[config.mk]
export PLATFORM = sky130hd
export DESIGN_NAME = aclink_wake_seq
export DESIGN_NICKNAME = d
export VERILOG_FILES = /design/src/rtl/aclink_wake_pkg.sv /design/src/rtl/aclink_bclk_mon.sv /design/src/rtl/aclink_frame_pos.sv /design/src/rtl/aclink_wake_seq.sv
export SDC_FILE = /design/constraint.sdc
export NUM_CORES = 1
export LEC_CHECK = 0
export ABC_AREA = 1
export BUFFER_PORTS_ARGS = -buffer_cell sky130_fd_sc_hd__buf_2
export CORE_MARGIN = 5
export CORE_UTILIZATION = 50
export CTS_BUF_LIST = sky130_fd_sc_hd__clkbuf_16
export CTS_CLUSTER_SIZE = 20
export DETAILED_ROUTE_END_ITERATION = 8
export PLACE_DENSITY = 0.68
export SLEW_MARGIN = 25
export SYNTH_ARGS = -nofsm -noshare
export SYNTH_HDL_FRONTEND = slang
export SYNTH_SLANG_ARGS = --single-unit
[constraint.sdc]
create_clock -name clk_i -period 1.8 [get_ports clk_i]
set_clock_uncertainty 0.1 [all_clocks]
set_input_delay 0.54 -clock clk_i [delete_from_list [all_inputs] [get_ports clk_i]]
set_output_delay 0.54 -clock clk_i [all_outputs]
set_load 0.1 [all_outputs]
[src/rtl/aclink_wake_pkg.sv]
package aclink_wake_pkg;
  typedef enum logic [1:0] {
    ST_IDLE,
    ST_PD_FRAME,
    ST_PD_WAIT,
    ST_SYNC
  } seq_state_e;
endpackage

[src/rtl/aclink_bclk_mon.sv]
module aclink_bclk_mon #(
  parameter int SYNC_STAGES = 2,
  parameter int WD_CYC      = 16,
  parameter int BIT_SYS     = 4
) (
  input  logic clk_i,
  input  logic rst_ni,
  input  logic bitclk_i,
  input  logic sdata_i,
  output logic rise_o,
  output logic fall_o,
  output logic sdata_o,
  output logic alive_o,
  output logic tick_o
);
  localparam int WDW = $clog2(WD_CYC + 1);
  localparam int PSW = (BIT_SYS > 2) ? $clog2(BIT_SYS) : 1;

  logic [SYNC_STAGES-1:0] clk_sync, dat_sync;
  logic                   clk_d;
  logic [WDW-1:0]         wd_cnt;
  logic [PSW-1:0]         ps_cnt;
  logic                   clk_s, ps_wrap;

  assign clk_s   = clk_sync[SYNC_STAGES-1];
  assign sdata_o = dat_sync[SYNC_STAGES-1];
  assign rise_o  = clk_s & ~clk_d;
  assign fall_o  = ~clk_s & clk_d;
  assign alive_o = (wd_cnt != WDW'(WD_CYC));
  assign ps_wrap = (ps_cnt == PSW'(BIT_SYS - 1));
  // nominal bit time while the codec clock is gone
  assign tick_o  = alive_o ? rise_o : ps_wrap;

  always_ff @(posedge clk_i or negedge rst_ni) begin
    if (!rst_ni) begin
      clk_sync <= '0;
      dat_sync <= '0;
      clk_d    <= 1'b0;
      wd_cnt   <= WDW'(WD_CYC);
      ps_cnt   <= '0;
    end else begin
      clk_sync <= {clk_sync[SYNC_STAGES-2:0], bitclk_i};
      dat_sync <= {dat_sync[SYNC_STAGES-2:0], sdata_i};
      clk_d    <= clk_s;
      if (rise_o)        wd_cnt <= '0;
      else if (alive_o)  wd_cnt <= wd_cnt + 1'b1;
      if (alive_o || ps_wrap) ps_cnt <= '0;
      else                    ps_cnt <= ps_cnt + 1'b1;
    end
  end
endmodule

[src/rtl/aclink_frame_pos.sv]
module aclink_frame_pos #(
  parameter int FRAME_BITS = 256,
  localparam int PW = $clog2(FRAME_BITS)
) (
  input  logic          clk_i,
  input  logic          rst_ni,
  input  logic          hold_i,
  input  logic          rise_i,
  input  logic          alive_i,
  output logic [PW-1:0] pos_o,
  output logic          frame_end_o
);
  logic at_last;
  assign at_last     = (pos_o == PW'(FRAME_BITS - 1));
  assign frame_end_o = rise_i & at_last;

  always_ff @(posedge clk_i or negedge rst_ni) begin
    if (!rst_ni)         pos_o <= '0;
    else if (hold_i)     pos_o <= '0;
    else if (rise_i)     pos_o <= at_last ? '0 : pos_o + 1'b1;
    else if (!alive_i)   pos_o <= '0;
  end
endmodule

[src/rtl/aclink_wake_seq.sv]
module aclink_wake_seq
  import aclink_wake_pkg::*;
#(
  parameter int SYNC_CYC    = 50,
  parameter int FRAME_BITS  = 256,
  parameter int WAIT_FRAMES = 4,
  parameter int WD_CYC      = 16,
  parameter int BIT_SYS     = 4,
  parameter int SYNC_STAGES = 2
) (
  input  logic clk_i,
  input  logic rst_ni,
  input  logic cold_ctl_i,
  input  logic warm_set_i,
  input  logic pdown_i,
  input  logic bitclk_i,
  input  logic sdata_i,
  output logic codec_rst_no,
  output logic sync_o,
  output logic warm_bit_o,
  output logic ready_o,
  output logic busy_o,
  output logic bitclk_alive_o
);
  localparam int WAIT_BITS = FRAME_BITS * WAIT_FRAMES;
  localparam int WW = $clog2(WAIT_BITS);
  localparam int SW = $clog2(SYNC_CYC);
  localparam int CW = (WW > SW) ? WW : SW;
  localparam int PW = $clog2(FRAME_BITS);

  seq_state_e    state;
  logic [CW-1:0] cnt;
  logic          rise, fall, sdi, alive, tick, frame_end, cold_hold;
  logic [PW-1:0] pos;

  assign cold_hold = ~cold_ctl_i;

  aclink_bclk_mon #(
    .SYNC_STAGES(SYNC_STAGES), .WD_CYC(WD_CYC), .BIT_SYS(BIT_SYS)
  ) u_mon (
    .clk_i, .rst_ni, .bitclk_i, .sdata_i,
    .rise_o(rise), .fall_o(fall), .sdata_o(sdi), .alive_o(alive), .tick_o(tick)
  );

  aclink_frame_pos #(.FRAME_BITS(FRAME_BITS)) u_pos (
    .clk_i, .rst_ni, .hold_i(cold_hold), .rise_i(rise), .alive_i(alive),
    .pos_o(pos), .frame_end_o(frame_end)
  );

  always_ff @(posedge clk_i or negedge rst_ni) begin
    if (!rst_ni) begin
      state        <= ST_IDLE;
      cnt          <= '0;
      warm_bit_o   <= 1'b0;
      ready_o      <= 1'b0;
      codec_rst_no <= 1'b0;
    end else begin
      codec_rst_no <= cold_ctl_i;
      if (cold_hold) begin
        state      <= ST_IDLE;
        cnt        <= '0;
        warm_bit_o <= 1'b0;
        ready_o    <= 1'b0;
      end else begin
        if (warm_set_i) warm_bit_o <= 1'b1;
        unique case (state)
          ST_IDLE: begin
            if (pdown_i) begin
              state   <= ST_PD_FRAME;
              ready_o <= 1'b0;
            end else begin
              // tag bit is the first bit of the frame
              if (fall && pos == PW'(1)) ready_o <= sdi;
              if (warm_bit_o) begin
                if (!alive) begin
                  state <= ST_SYNC;
                  cnt   <= '0;
                end else begin
                  warm_bit_o <= 1'b0;
                end
              end
            end
          end
          ST_PD_FRAME: begin
            if (frame_end || !alive) begin
              state <= ST_PD_WAIT;
              cnt   <= '0;
            end
          end
          ST_PD_WAIT: begin
            if (tick) begin
              if (cnt == CW'(WAIT_BITS - 1)) state <= ST_IDLE;
              else                           cnt   <= cnt + 1'b1;
            end
          end
          ST_SYNC: begin
            if (cnt == CW'(SYNC_CYC - 1)) begin
              state      <= ST_IDLE;
              warm_bit_o <= 1'b0;
            end else begin
              cnt <= cnt + 1'b1;
            end
          end
          default: state <= ST_IDLE;
        endcase
      end
    end
  end

  assign sync_o         = (state == ST_SYNC);
  assign busy_o         = cold_hold | (state != ST_IDLE) | warm_bit_o;
  assign bitclk_alive_o = alive;
endmodule

# --- After elaboration in Yosys (flattened, before gate mapping) ---
# Index checks and enable logic that the tools add are counted.
classes:
  addsub: 4
  eq_ne: 23
  muxes: 37
  bitwise: 8
  n_reduce_logical: 10
ops:
  columns: ["cell", "n"]
  rows:
  - ["10-bit 2-to-1 mux", 8]
  - ["10-bit case mux with 4 select lines", 1]
  - ["8-bit 2-to-1 mux", 4]
  - ["3-bit inequality test, second input constant", 8]
  - ["2-bit 2-to-1 mux", 9]
  - ["1-bit 2-to-1 mux", 11]
  - ["10-bit by 1-bit adder with 10-bit output, second input constant", 1]
  - ["10-bit == test, second input constant", 1]
  - ["10-bit by 6-bit == test with 1-bit output, second input constant", 1]
  - ["5-bit 2-to-1 mux", 2]
  - ["8-bit by 1-bit adder with 8-bit output, second input constant", 1]
  - ["8-bit by 1-bit == test with 1-bit output, second input constant", 1]
  - ["8-bit == test, second input constant", 1]
  - ["4-bit inequality test, second input constant", 2]
  - ["2-bit case mux with 4 select lines", 1]
  - ["7-bit AND reduction", 1]
  - ["2-bit == test, second input constant", 3]
  - ["3-bit by 2-bit inequality test with 1-bit output, second input constant", 2]
  - ["6-bit AND reduction", 1]
  - ["5-bit by 1-bit adder with 5-bit output, second input constant", 1]
  - ["5-bit inequality test, second input constant", 1]
  - ["2-bit nonzero test", 2]
  - ["1-bit AND", 3]
  - ["3-bit by 1-bit inequality test with 1-bit output, second input constant", 1]
  - ["11 further kinds", 15]
word_totals:
  reg_bits: 35
  in_bits: 7
  out_inout_bits: 6
  elab_cells: 93

# --- Longest topological paths before layout ---
depth:
  word_depth: 7
  ltp_mapped: 11
  depth_no_buf: 11

# --- Modules after synthesis ---
# From an unflattened synthesis, not the netlist that was laid out.
hier_totals:
  hier_cells: 269
  hier_area_um2: 2152.1
by_module_without_submodules:
  columns: ["module", "n_inst", "cells_each", "area_per_inst_um2", "seq_area_each_um2"]
  rows:
  - ["aclink_wake_seq", 1, 153, 1132.3, 375.4]
  - ["aclink_bclk_mon", 1, 52, 530.5, 301.5]
  - ["aclink_frame_pos", 1, 64, 489.2, 200.2]

# --- Least setup slack after synthesis ---
# No wires, ideal clock.
synth_path:
  path_kind: "register to register"
  from: "register u_mon.wd_cnt[0]"
  to: "register cnt[0]"
  setup_ns: 0.120
  t_arrival_ns: 1.953
  t_required_ns: 1.580
  setup_slack_ns: -0.374
  path_stages_with_launch: 9
  path_buffers: 1
  synth_period_minus_slack_ns: 2.174
  path_cell_list: "dfrtp_1 > inv_1 > ha_1 > nand3_2 > o21ai_2 > nand3_4 > buf_6 > o21ai_1 > nand2_1"
synth_via:
  elab_chain_cells: 5
  elab_cells_between_ends: 8
  cone_classes: "eq/ne: 4; mux: 1; reduce/logical: 3"
synth_lines:
  columns: ["element", "line", "text"]
  rows:
  - ["start: declaration", "aclink_bclk_mon.sv:21", "logic [WDW-1:0] wd_cnt;"]
  - ["start signal: assignment", "aclink_bclk_mon.sv:39", "wd_cnt <= WDW'(WD_CYC);"]
  - ["start signal: assignment", "aclink_bclk_mon.sv:46", "else if (alive_o) wd_cnt <= wd_cnt + 1'b1;"]
  - ["5-bit inequality test *", "aclink_bclk_mon.sv:29", "assign alive_o = (wd_cnt != WDW'(WD_CYC));"]
  - ["named net bitclk_alive_o", "aclink_wake_seq.sv:23", "output logic bitclk_alive_o"]
  - ["1-bit logical NOT", null, null]
  - ["1-bit logical OR", "aclink_wake_seq.sv:85", "if (frame_end || !alive) begin"]
  - ["3-bit inequality test (no line)", null, null]
  - ["7-bit AND reduction (no line) *", null, null]
  - ["end signal: assignment", "aclink_wake_seq.sv:93", "else cnt <= cnt + 1'b1;"]
  - ["end signal: assignment", "aclink_wake_seq.sv:101", "cnt <= cnt + 1'b1;"]
  - ["end: declaration", "aclink_wake_seq.sv:32", "logic [CW-1:0] cnt;"]
# Mark *: on every way through the listed nets, which the timed path passes. The rest lies on a longest branch.
# A chain may end at the register's enable or synchronous reset.

# --- Worst setup path after layout ---
layout_path:
  from: "register state[0]"
  to: "output busy_o"
layout_via:
  elab_chain_cells: 3
layout_lines:
  columns: ["element", "line", "text"]
  rows:
  - ["start: declaration", "aclink_wake_seq.sv:31", "seq_state_e state;"]
  - ["start signal: assignment", "aclink_wake_seq.sv:52", "state <= ST_IDLE;"]
  - ["start signal: assignment", "aclink_wake_seq.sv:60", "state <= ST_IDLE;"]
  - ["start signal: assignment", "aclink_wake_seq.sv:69", "state <= ST_PD_FRAME;"]
  - ["2-bit nonzero test", "aclink_wake_seq.sv:111", "assign busy_o = cold_hold | (state != ST_IDLE) | warm_bit_o;"]
  - ["1-bit bitwise OR (2 in a row)", "aclink_wake_seq.sv:111", null]
  - ["end: declaration", "aclink_wake_seq.sv:22", "output logic busy_o,"]
# No other way between the ends.

==> results.md <==
* Metal3 WL at 173 um
* Skew-Pair Late Insertion Delay at 0.27 ns
* Setup TNS at -0.194 ns
* Hold Buf Count CTS at 0
* GRT Overall Usage at 0.187
* Tightest Hold Check Type: primary input to async pin
* DR WL met2 at 2230 um
* Vias per inst at 5.10
* Yosys top cell area share at 0.410
* Final Wtd Congestion at 0.872
* Worst setup EP type: output port
* Warnings, synthesis at 0
* DR WL/cell at 12.7 um
* Vias post-DR at 1,820
* Top_reg_cell synth: dfrtp_1
* First-pass GRT wire length at 7930 um
* Nets at 324
* DRT antenna net count at 0
* Area post-placement at 0.00238 mm2
* DRC viols at 0
* Final hold vios at 0
* Post-synth cell types at 31
* Final min period at 1.96 ns
* Final count of negative-setup-slack endpoints at 2
* Rel. slew slack at 0.679
* Share of post-route cells with drive strength above 1 at 0.270
* Peak VDD IR at 750 uV
* Root Driver: clkbuf_16
* Ys async rst share at 1.00
* Synth Area per Inst at 7.80 um2
* Die Y at 74.4 um
* Static Leak at 1.28 nW
* CTS max path bufs at 2
* Max Slew Vio Count at 0
* Total gr overflow at 0
* Seq cells post-synth at 35
* Iter 0 DRT Violations at 115
* Largest net degree at the start of global routing at 22
* F_max at 510 MHz
* Arrival time worst endpoint at 1.32 ns
* Hold slack at 0.0789 ns
* Power Dens Cells at 1150 mW/mm2
* Area of the die at 0.00554 mm2
* Initial antenna violation count at 0
* Worst-Margin Slew at 0.485 ns
* Setup ws final at -0.159 ns
* DR top layer: met4
* CP Data Required Time at 1.16 ns
* Synth Cell Area at 0.00207 mm2
* H-tree depth at 2
* Syn_nets at 284
* Post-synthesis sequential area ratio at 0.423
* CTS Buf Count at 5
* Hpwl dp at 3230 um
* Initial Util at 0.519
* # diodes at 0
* # Max-Cap Violations at 0
* Synth top cells by count: nand2_1 (67), dfrtp_1 (34), nor2_1 (33), inv_1 (29), o21ai_0 (15)
* Final period utilization at 1.09
* Cell with the most instances after synthesis: nand2_1
* Yosys top cell by area: dfrtp_1
* Outcome: finished with violations
* Startpoint types: register
* Design area at 0.00269 mm2
* Vias in the first global route at 1,755
* Failing checks: negative setup slack
* Area growth, synth to finish at 29.7%
* Post-synth EDFFs at 0
* RSZ-0062 raised after global routing: yes
* Core ar. at 0.00400 mm2
* CTS tree: done
* I/O pins at 13
* M1 wire length at 2100 um
* Kind of critical path: register to output port
* Number of port buffers at 12
* CTS sink count at 35
* Clock transition at path regs at 0.05 ns
* Synthesized instance count at 266
* First-pass DRT Iterations at 4
* Routed WL at 4550 um
* Peak fanout along the critical path at 2
* Die X at 74.4 um
* Top post-synthesis cells by area: dfrtp_1 (41%), nand2_1 (12%), ha_1 (6.6%)
* Row cnt at 23
-- routing by layer --
| metal | global-route usage | vias to the layer above |
|---|---|---|
| met5 | 0 | - |
| met4 | 0.0474 | 0 |
| met3 | 0.0419 | 4 |
| met2 | 0.311 | 29 |
| met1 | 0.248 | 844 |
| li1 | - | 943 |
-- layout by cell type, fill, tap and decap left out, types with 2 or more instances in the layout --
| cell type | synthesis | routed |
|---|---|---|
| nand2_2 | 3 | 3 |
| nand3_4 | 1 | 2 |
| nand3b_1 | 2 | 2 |
| dfrtp_2 | 0 | 2 |
| nand3_1 | 14 | 13 |
| xor2_1 | 3 | 3 |
| clkinv_1 | 0 | 2 |
| ha_4 | 0 | 3 |
| xnor2_1 | 2 | 2 |
| buf_12 | 0 | 6 |
| buf_2 | 1 | 9 |
| nor2_2 | 4 | 4 |
| dfrtp_1 | 34 | 32 |
| buf_4 | 0 | 18 |
| o21ai_1 | 12 | 8 |
| a21oi_1 | 11 | 11 |
| nand2_1 | 67 | 65 |
| clkbuf_16 | 0 | 5 |
| buf_6 | 2 | 2 |
| inv_1 | 29 | 24 |
| nand3_2 | 3 | 3 |
| ha_1 | 11 | 7 |
| o21ai_0 | 15 | 15 |
| nor2_4 | 3 | 6 |
| nand2_4 | 1 | 3 |
| nand4_1 | 4 | 4 |
| inv_2 | 1 | 7 |
| o21ai_2 | 1 | 4 |
| nor2_1 | 33 | 31 |
-- power breakdown --
group | switching, W | internal [W] | leakage (nW)
registers | 0.0000829 | 0.000881 | 0.459
logic | 0.000795 | 0.000546 | 0.756
clock network | 0.000294 | 0.000497 | 0.0701
total | 0.00117 | 0.00192 | 1.28
-- worst paths after layout --
| kind | start | end | slack [ns] | cells past startpoint |
|---|---|---|---|---|
| worst max-delay path | state[0] | busy_o | -0.16 | 5 |
| worst min-delay path | rst_ni | u_pos.pos_o[1] | 0.08 | 1 |
| worst max register to register | u_mon.wd_cnt[0] | cnt[6] | 0.06 | 9 |
| worst min register to register | u_mon.clk_sync[0] | u_mon.clk_sync[1] | 0.25 | 0 |
| max in group asynchronous | rst_ni | u_mon.wd_cnt[4] | 1.01 | 2 |
| min in group clk_i | u_mon.clk_sync[0] | u_mon.clk_sync[1] | 0.25 | 0 |
-- stage by stage --
step / utilization / setup WS (ns) / cells / power (W)
4_1_cts: 0.649 / -0.176 / 354 / 0.00303
5_1_grt: 0.673 / -0.220 / 357 / 0.00330
6_report: 0.673 / -0.159 / 357 / 0.00310
3_5_place_dp: 0.596 / 0.00745 / 339 / 0.00211
2_1_floorplan: - / -0.0156 / 266 / 0.00173
3_3_place_gp: 0.596 / 0.0344 / 339 / 0.00208
-- worst max-delay path, stage by stage (launching register included) --
cell and delay, ns:
dfrtp_1 0.38, inv_2 0.08, ha_4 0.15, nand2_4 0.04
or2_4 0.23, buf_12 0.16
-- flip-flops by register name (all words and copies together), names as in the netlist, 2 cells and up --
register / cells
u_mon.ps_cnt: 2
cnt: 10
u_pos.pos_o: 8
state: 2
u_mon.clk_sync: 2
u_mon.wd_cnt: 5
u_mon.dat_sync: 2
-- cells by family after synthesis --
group / count (synthesis) / share of synthesized area
AO/OA/AOI/OAI: 44 / 0.113
XOR/XNOR: 5 / 0.0211
adder cells (fa/ha/maj): 11 / 0.0663
buffers and inverters: 33 / 0.0675
flip-flops: 35 / 0.423
AND/OR/NAND/NOR: 138 / 0.309
-- final cells by class --
class / count / area, um2
repair buffers: 35 / 323
fillers: 317 / 1310
inverters: 30 / 113
clock buffers: 5 / 125
multi-input cells: 199 / 1180
clock inverters: 3 / 11.3
flip-flops and latches: 35 / 880
well taps: 50 / 62.6
-- what timing repair did --
| action | in CTS | in global routing |
|---|---|---|
| pin swaps | 3 | 12 |
| resized for setup | 6 | 20 |
| buffers inserted | 7 | 2 |
| cloned | 0 | 1 |
| endpoints found under the setup margin | 3 | 15 |
Note: power is estimated with default switching activity, not from simulation.
